## config.mk

```make
export PLATFORM = sky130hd
export DESIGN_NAME = ts_scrambler
export DESIGN_NICKNAME = d
export VERILOG_FILES = /design/src/rtl/ts_scr_pkg.sv /design/src/rtl/ts_scr_align.sv /design/src/rtl/ts_scr_prbs.sv /design/src/rtl/ts_scr_outreg.sv /design/src/rtl/ts_scrambler.sv
export SDC_FILE = /design/constraint.sdc
export NUM_CORES = 1
export LEC_CHECK = 0
export BUFFER_PORTS_ARGS = -buffer_cell sky130_fd_sc_hd__buf_2
export CAP_MARGIN = 20
export CORE_UTILIZATION = 47
export CTS_CLUSTER_SIZE = 8
export DETAILED_ROUTE_END_ITERATION = 7
export PLACE_DENSITY = 0.69
export SLEW_MARGIN = 20
export SYNTH_ARGS = -nofsm -noshare
export SYNTH_HDL_FRONTEND = slang
export SYNTH_SLANG_ARGS = --single-unit
```

## constraint.sdc

```tcl
create_clock -name clk -period 2.75 [get_ports clk]
set_input_delay 0 -clock clk [delete_from_list [all_inputs] [get_ports clk]]
set_output_delay 0 -clock clk [all_outputs]
set_load 0.1 [all_outputs]
```

## src/rtl/ts_scr_pkg.sv

```systemverilog
package ts_scr_pkg;

    localparam int BYTE_W     = 8;
    localparam int LFSR_W     = 15;
    localparam int GROUP_PKTS = 8;
    // stage 1 sits in bit 0; stages 1..15 = 1,0,0,1,0,1,0,1,0,0,0,0,0,0,0
    localparam logic [LFSR_W-1:0] SEED = 15'h00A9;

    typedef enum logic [1:0] {
        BK_DROP,
        BK_START,
        BK_SYNC,
        BK_DATA
    } byte_kind_e;

    typedef struct packed {
        logic [BYTE_W-1:0] data;
        logic              sync;
        logic              first;
    } ts_beat_t;

    typedef struct packed {
        logic [BYTE_W-1:0] mask;
        logic [LFSR_W-1:0] next;
    } prbs_step_t;

    // Eight register steps; the first feedback bit lands in the mask MSB.
    function automatic prbs_step_t prbs_byte(input logic [LFSR_W-1:0] s);
        prbs_step_t r;
        logic [LFSR_W-1:0] st;
        logic fb;
        st     = s;
        r.mask = '0;
        for (int i = BYTE_W - 1; i >= 0; i--) begin
            fb        = st[LFSR_W-2] ^ st[LFSR_W-1];
            r.mask[i] = fb;
            st        = {st[LFSR_W-2:0], fb};
        end
        r.next = st;
        return r;
    endfunction

endpackage

```

## src/rtl/ts_scr_align.sv

```systemverilog
module ts_scr_align
    import ts_scr_pkg::*;
#(
    parameter int PKTS = GROUP_PKTS
) (
    input  logic       clk,
    input  logic       rst,
    input  logic       flush,
    input  logic       accept,
    input  logic       in_sync,
    input  logic       in_first,
    output byte_kind_e kind
);
    localparam int CNT_W = (PKTS > 1) ? $clog2(PKTS) : 1;
    localparam logic [CNT_W-1:0] LAST = CNT_W'(PKTS - 1);

    logic             aligned_q;
    logic [CNT_W-1:0] cnt_q;
    logic             opens;

    assign opens = in_sync & (in_first | (aligned_q & (cnt_q == LAST)));

    always_comb begin
        if (opens)           kind = BK_START;
        else if (!aligned_q) kind = BK_DROP;
        else if (in_sync)    kind = BK_SYNC;
        else                 kind = BK_DATA;
    end

    always_ff @(posedge clk) begin
        if (rst || flush) begin
            aligned_q <= 1'b0;
            cnt_q     <= '0;
        end else if (accept) begin
            if (opens) begin
                aligned_q <= 1'b1;
                cnt_q     <= '0;
            end else if (aligned_q && in_sync) begin
                cnt_q <= cnt_q + 1'b1;
            end
        end
    end
endmodule

```

## src/rtl/ts_scr_prbs.sv

```systemverilog
module ts_scr_prbs
    import ts_scr_pkg::*;
(
    input  logic              clk,
    input  logic              rst,
    input  logic              load,
    input  logic              step,
    output logic [BYTE_W-1:0] mask,
    output logic [LFSR_W-1:0] state
);
    logic [LFSR_W-1:0] st_q;
    prbs_step_t        nxt;

    assign nxt   = prbs_byte(st_q);
    assign mask  = nxt.mask;
    assign state = st_q;

    always_ff @(posedge clk) begin
        if (rst || load) st_q <= SEED;
        else if (step)   st_q <= nxt.next;
    end
endmodule

```

## src/rtl/ts_scr_outreg.sv

```systemverilog
module ts_scr_outreg
    import ts_scr_pkg::*;
(
    input  logic     clk,
    input  logic     rst,
    input  logic     flush,
    input  logic     load,
    input  ts_beat_t d,
    input  logic     out_ready,
    output logic     valid,
    output ts_beat_t q
);
    always_ff @(posedge clk) begin
        if (rst || flush) begin
            valid <= 1'b0;
            q     <= '0;
        end else if (load) begin
            valid <= 1'b1;
            q     <= d;
        end else if (out_ready) begin
            valid <= 1'b0;
        end
    end
endmodule

```

## src/rtl/ts_scrambler.sv

```systemverilog
module ts_scrambler
    import ts_scr_pkg::*;
#(
    parameter int PKTS = GROUP_PKTS
) (
    input  logic              clk,
    input  logic              rst,
    input  logic              flush,
    input  logic [BYTE_W-1:0] in_data,
    input  logic              in_valid,
    input  logic              in_sync,
    input  logic              in_first,
    output logic              in_ready,
    output logic [BYTE_W-1:0] out_data,
    output logic              out_valid,
    output logic              out_sync,
    output logic              out_first,
    input  logic              out_ready
);
    byte_kind_e        kind;
    logic              accept;
    logic [BYTE_W-1:0] mask;
    logic [LFSR_W-1:0] lfsr_q;
    ts_beat_t          beat_d;
    ts_beat_t          beat_q;

    assign in_ready = !flush && (!out_valid || out_ready);
    assign accept   = in_valid && in_ready;

    ts_scr_align #(.PKTS(PKTS)) u_align (
        .clk(clk), .rst(rst), .flush(flush), .accept(accept),
        .in_sync(in_sync), .in_first(in_first), .kind(kind)
    );

    ts_scr_prbs u_prbs (
        .clk(clk), .rst(rst),
        .load(accept && kind == BK_START),
        .step(accept && (kind == BK_SYNC || kind == BK_DATA)),
        .mask(mask), .state(lfsr_q)
    );

    always_comb begin
        beat_d.sync  = in_sync;
        beat_d.first = (kind == BK_START);
        unique case (kind)
            BK_START: beat_d.data = ~in_data;
            BK_DATA:  beat_d.data = in_data ^ mask;
            default:  beat_d.data = in_data;
        endcase
    end

    ts_scr_outreg u_out (
        .clk(clk), .rst(rst), .flush(flush),
        .load(accept && kind != BK_DROP),
        .d(beat_d), .out_ready(out_ready),
        .valid(out_valid), .q(beat_q)
    );

    assign out_data  = beat_q.data;
    assign out_sync  = beat_q.sync;
    assign out_first = beat_q.first;
endmodule

```

Yosys cells after proc, flatten, opt, wreduce, memory -nomap -nowiden. Index checks and enable logic that the tools add are counted. W data, S select, Z words.

Input port bits: 15. Register bits after elaboration: 30. Output and inout bits: 12. Word-level logic and storage cells: 50.

Multiplexer cells: 8. Bitwise gates (word level): 13. Reduce and logical (&&, ||, !) cells: 17. Add/sub/neg operators: 1. Eq/ne operators: 4.

Operators by type and width (number): $pmux W8 S2 (1); $not A8 Y8 (1); $xor A1 B1 Y1 (8); $xor A8 B8 Y8 (1); $logic_and A1 B1 Y1 (6); $mux W3 (2); $reduce_bool A2 Y1 (3); $eq A2 B2 Y1 const B (2); $logic_or A1 B1 Y1 (4); $mux W2 (2); $reduce_and A2 Y1 (2); $add A3 B1 Y3 const B (1); $eq A3 B3 Y1 const B (1); $mux W1 (3); $and A1 B1 Y1 (2); $eq A2 B1 Y1 const B (1); $logic_not A1 Y1 (2); $or A1 B1 Y1 (1).

Depth between registers and ports, before layout.
Word-level depth: 8. Gate-level depth with buffers: 6. Mapped depth without buffers: 6.

Modules after synthesis. A second synthesis with hierarchy kept.

Cell total of the unflattened synthesis: 150. Area total of the unflattened synthesis: 1450.1 um^2.

Modules (own cells, without submodules): ts_scr_prbs (instances 1, cells each 66, area an instance 644.4 um^2, sequential area each 300.3 um^2); ts_scr_outreg (instances 1, cells each 37, area an instance 401.6 um^2, sequential area each 220.2 um^2); ts_scr_align (instances 1, cells each 20, area an instance 220.2 um^2, sequential area each 80.1 um^2); ts_scrambler (instances 1, cells each 27, area an instance 183.9 um^2, sequential area each 0.0 um^2).

Least setup slack after synthesis. OpenSTA, ideal clock, no wires.

Kind: reg-to-output. Start point: register u_out.valid. End point: output in_ready. Stages on the path, launching flop included: 3. Buffers on the path: 0. Slack: 0.493 ns. Arrival: 2.257 ns. Data required time: 2.750 ns. Cell sequence: dfxtp_1 and2b_1 nor2_1.

Word-level cells in the longest chain between the ends: 3.

Ends and longest elaborated chain: start, declared (RTL line ts_scr_outreg.sv:10) `output logic valid,`; start signal, assigned (RTL line ts_scr_outreg.sv:15) `valid <= 1'b0;`; start signal, assigned (RTL line ts_scr_outreg.sv:18) `valid <= 1'b1;`; start signal, assigned (RTL line ts_scr_outreg.sv:21) `valid <= 1'b0;`; $logic_not A1 Y1 (RTL line ts_scrambler.sv:27) `assign in_ready = !flush && (!out_valid || out_ready);`; $logic_or A1 B1 Y1 (RTL line ts_scrambler.sv:27); $logic_and A1 B1 Y1 (RTL line ts_scrambler.sv:27); end, declared (RTL line ts_scrambler.sv:13) `output logic in_ready,`.

Every way passes these cells.

Worst setup path in the final report.
Start point: register u_align.cnt_q[0]. End point: register u_out.q[3] in the netlist's numbering.

Word-level cells in the longest chain between the ends: 7. Elaborated cells on any way between the ends: 10. Classes of those cells: eq/ne (3); mux (2); bitwise (3); reduce/logical (2).

Ends and longest elaborated chain: start, declared (RTL line ts_scr_align.sv:18) `logic [CNT_W-1:0] cnt_q;`; start signal, assigned (RTL line ts_scr_align.sv:39) `cnt_q <= cnt_q + 1'b1;`; $eq A3 B3 Y1 * (RTL line ts_scr_align.sv:21) `assign opens = in_sync & (in_first | (aligned_q & (cnt_q == LAST)));`; $and A1 B1 Y1 * (RTL line ts_scr_align.sv:21); $or A1 B1 Y1 * (RTL line ts_scr_align.sv:21); $and A1 B1 Y1 * (RTL line ts_scr_align.sv:21); $mux W2 * (RTL line ts_scr_align.sv:24) `if (opens) kind = BK_START;`; $eq A2 B2 Y1, or another cell as far along (RTL line ts_scrambler.sv:45) `unique case (kind)`; $pmux W8 S2 or $logic_and A1 B1 Y1 (tied branches) (RTL line ts_scrambler.sv:45, ts_scrambler.sv:54); end signal, assigned (RTL line ts_scr_outreg.sv:16) `q <= '0;`; end signal, assigned (RTL line ts_scr_outreg.sv:19) `q <= d;`; end, declared (RTL line ts_scr_outreg.sv:11) `output ts_beat_t q`.

Mark *: on every way between the ends. The rest lies on a longest branch, timed or not. A chain may end at the register's enable or synchronous reset.

==> results.json <==
{
  "drtAntennaViolNets": 0,
  "synth_area_leader_cell": "dfxtp_1",
  "leakage_nw": 0.716,
  "slowest_delay_ns": 0.55,
  "syn_avg_cell_area_sq_um": 9.24,
  "wl_per_cell_um": 14.3,
  "post_cts_buffers": 0,
  "rsz0062_at_grt": "false",
  "ys_seq_area_frac": 0.414,
  "powerDensity_mw_per_mm2": 489,
  "path_buf_inv": 0,
  "worst_hold_slack_ns": 0.0149,
  "ctsHoldBuffers": 2,
  "crit_chain": "ha_1 -> ha_1 -> a21oi_1 -> nor3b_1 -> a221oi_1 -> a21oi_1",
  "critPathCaptureType": "flop",
  "synth-xor-area-share": 0.0966,
  "synth_area_leaders": "dfxtp_1 (41%), a32oi_1 (6.6%), a221oi_1 (4.8%)",
  "critical_path_class": "flop to flop",
  "crit_required_ns": 2.99,
  "clk_path_buf_depth": 2,
  "synthAdderAreaFrac": 0.0173,
  "finClkSkew_ns": 0.0139,
  "tns_ns": 0,
  "vdd_ir_drop_max_mv": 0.269,
  "via_per_inst": 5.82,
  "htreeDepth": 2,
  "synth_top_family_by_area": "compound AO/OA/AOI/OAI gates",
  "period_share": 0.685,
  "hp-class": "input pin to flop",
  "gp_congestion": 0.735,
  "syn_to_final_growth_pct": 15.4,
  "wl_mm": 3.08,
  "worstSkewPairLatency_ns": 0.34,
  "numCtsBuffers": 5,
  "synth-compound-area-share": 0.229,
  "grt_pass1_wl_mm": 4.98,
  "die_h_um": 57.5,
  "initial_core_util": 0.513,
  "grt_start_max_net_pins": 21,
  "synth_mux_area_frac": 0.0207,
  "yosys_warnings": 0,
  "final-seq-area_sq_um": 601,
  "rows": 19,
  "placed_area_sq_mm": 0.00159,
  "dr.pass1.iters": 6,
  "synth_nets": 174,
  "clk_pin_slew_worst_paths_ns": 0.10,
  "drive_gt1_frac": 0.205,
  "finalCriticalPeriod_ns": 1.88,
  "cts_sinks": 30,
  "nets": 201,
  "multi_input_area_sq_um": 808,
  "vias": 1257,
  "hpwl_mm": 2.10,
  "portBuffers": 26,
  "worst_pin_slew_ns": 0.681,
  "global_route.overflow_total": 0,
  "fillers": 249,
  "start_kind": "flop",
  "fin_area_sq_mm": 0.00167,
  "antenna_found_initial": 0,
  "outcome": "complete, but fails checks",
  "violations": "design-rule violations",
  "dieArea_sq_mm": 0.00331,
  "detailedPlace.worstSlack_ns": 0.884,
  "netlist.area_leader.share": 0.414,
  "worst_slack_ns": 0.865,
  "synthesis.area_sq_mm": 0.00145,
  "drtIter0Drc": 39,
  "critPathTopFamily": "compound AO/OA/AOI/OAI gates",
  "synth_cells": 157,
  "drc_errors": 2,
  "fmax_ghz": 0.531,
  "max_cap_viol_count": 0,
  "arrival_ns": 2.12,
  "relSlewSlack": 0.544,
  "core_area_sq_mm": 0.00283,
  "globalRouteTotalUtil": 0.203,
  "final_hold_viol_count": 0,
  "num_io_pins": 27,
  "cp_max_fo": 9,
  "cts_tree": "done",
  "synth-simple-area-share": 0.190,
  "ctsResizeCount": 0,
  "synth.distinct_cells": 31,
  "grt_pass1_vias": 1106,
  "drv_slew": 0,
  "synth-seq-cells": 30,
  "diodes": 0,
  "post-route-util": 0.591,
  "cts_root_buf": "clkbuf_4",
  "dieWidth_um": 57.5,
  "final-setup-viol-count": 0,
  "slowest_stage": "a21oi_1"
}
[sequential cells by signal (all words and copies together), names as in the netlist]
register           flops
u_align.cnt_q          3
u_align.aligned_q      1
u_out.valid            1
u_prbs.state          15
u_out.q               10
[where the power goes]
| group | switching (mW) | internal [mW] | total (mW) |
|---|---|---|---|
| Clock | 0.158 | 0.124 | 0.282 |
| Combinational | 0.0645 | 0.0332 | 0.0977 |
| Sequential | 0.00184 | 0.437 | 0.439 |
[path summary, 6_finish.rpt]
path | from | endpoint | slack [ns] | cells past startpoint
max reg2reg | u_align.cnt_q[0] | u_out.q[3] | 0.87 | 6
min reg2reg | u_align.cnt_q[1] | u_align.cnt_q[1] | 0.48 | 2
max | u_align.cnt_q[0] | u_out.q[3] | 0.87 | 6
min | in_data[0] | u_out.q[2] | 0.01 | 3
[layout by cell type, fill, tap and decap left out, types with 3 or more instances in the layout]
cell	count
nor3b_1	9
xor2_1	8
xnor2_1	8
nand2_1	5
and3_1	4
nand2b_1	3
o21ai_0	9
a21oi_1	12
dfxtp_1	30
a221oi_1	8
mux2i_1	3
o21bai_1	4
buf_2	26
nor2_1	18
clkbuf_4	5
a32oi_1	11
[synthesized netlist by cell type]
| cell type | number |
|---|---|
| nor4b_1 | 1 |
| or2_1 | 1 |
| nor2b_1 | 2 |
| o211ai_1 | 1 |
| ha_1 | 2 |
| and2b_1 | 1 |
| mux2i_1 | 3 |
| xor2_1 | 8 |
| buf_1 | 1 |
| o21a_1 | 1 |
| buf_6 | 1 |
| and4b_1 | 1 |
| nand2b_1 | 3 |
| a32oi_1 | 11 |
| nor3b_2 | 1 |
| buf_2 | 2 |
| a21oi_1 | 12 |
| o21bai_1 | 4 |
| nor3b_1 | 9 |
| xnor2_1 | 8 |
| a22oi_1 | 1 |
| dfxtp_1 | 30 |
| and3_1 | 4 |
| clkbuf_1 | 6 |
| a211oi_1 | 1 |
| and2_1 | 1 |
| or4b_4 | 1 |
| o21ai_0 | 9 |
| nand2_1 | 5 |
| a221oi_1 | 8 |
| nor2_1 | 18 |
[per-layer routing]
layer	vias to the layer above	wire length, um	track usage
li1	635	-	-
met1	580	1500	0.255
met2	36	1350	0.311
met3	6	167	0.0771
met4	0	59	0.0836
met5	-	0	0
[kinds of logic (layout without fill, tap and decap cells)]
group | count (synthesis) | in the layout
AO/OA/AOI/OAI | 48 | 48
AND/OR/NAND/NOR | 48 | 48
flip-flops | 30 | 30
XOR/XNOR | 16 | 16
buffers and inverters | 10 | 38
multiplexers | 3 | 3
adder cells (fa/ha/maj) | 2 | 2
[final cells by class]
cell class | count | area share
clock buffer | 7 | 0.0329
clock inverter | 1 | 0.00299
multi-input combinational | 117 | 0.483
sequential | 30 | 0.359
tap | 31 | 0.0232
timing repair buffer | 30 | 0.0987
[metrics by stage]
step	power, mW	std cells
2_1_floorplan	0.515	157
3_3_place_gp	0.543	206
3_5_place_dp	0.544	206
4_1_cts	0.826	216
5_1_grt	0.850	216
6_report	0.819	216
[worst register-to-register path: cells and delay by family, from the launching register on]
kind	cells	cell delay (ns)
flip-flops	1	0.34
AND/OR/NAND/NOR	1	0.10
adder cells (fa/ha/maj)	2	0.42
AO/OA/AOI/OAI	3	0.93
No activity file was read; power rests on OpenSTA's default activity.
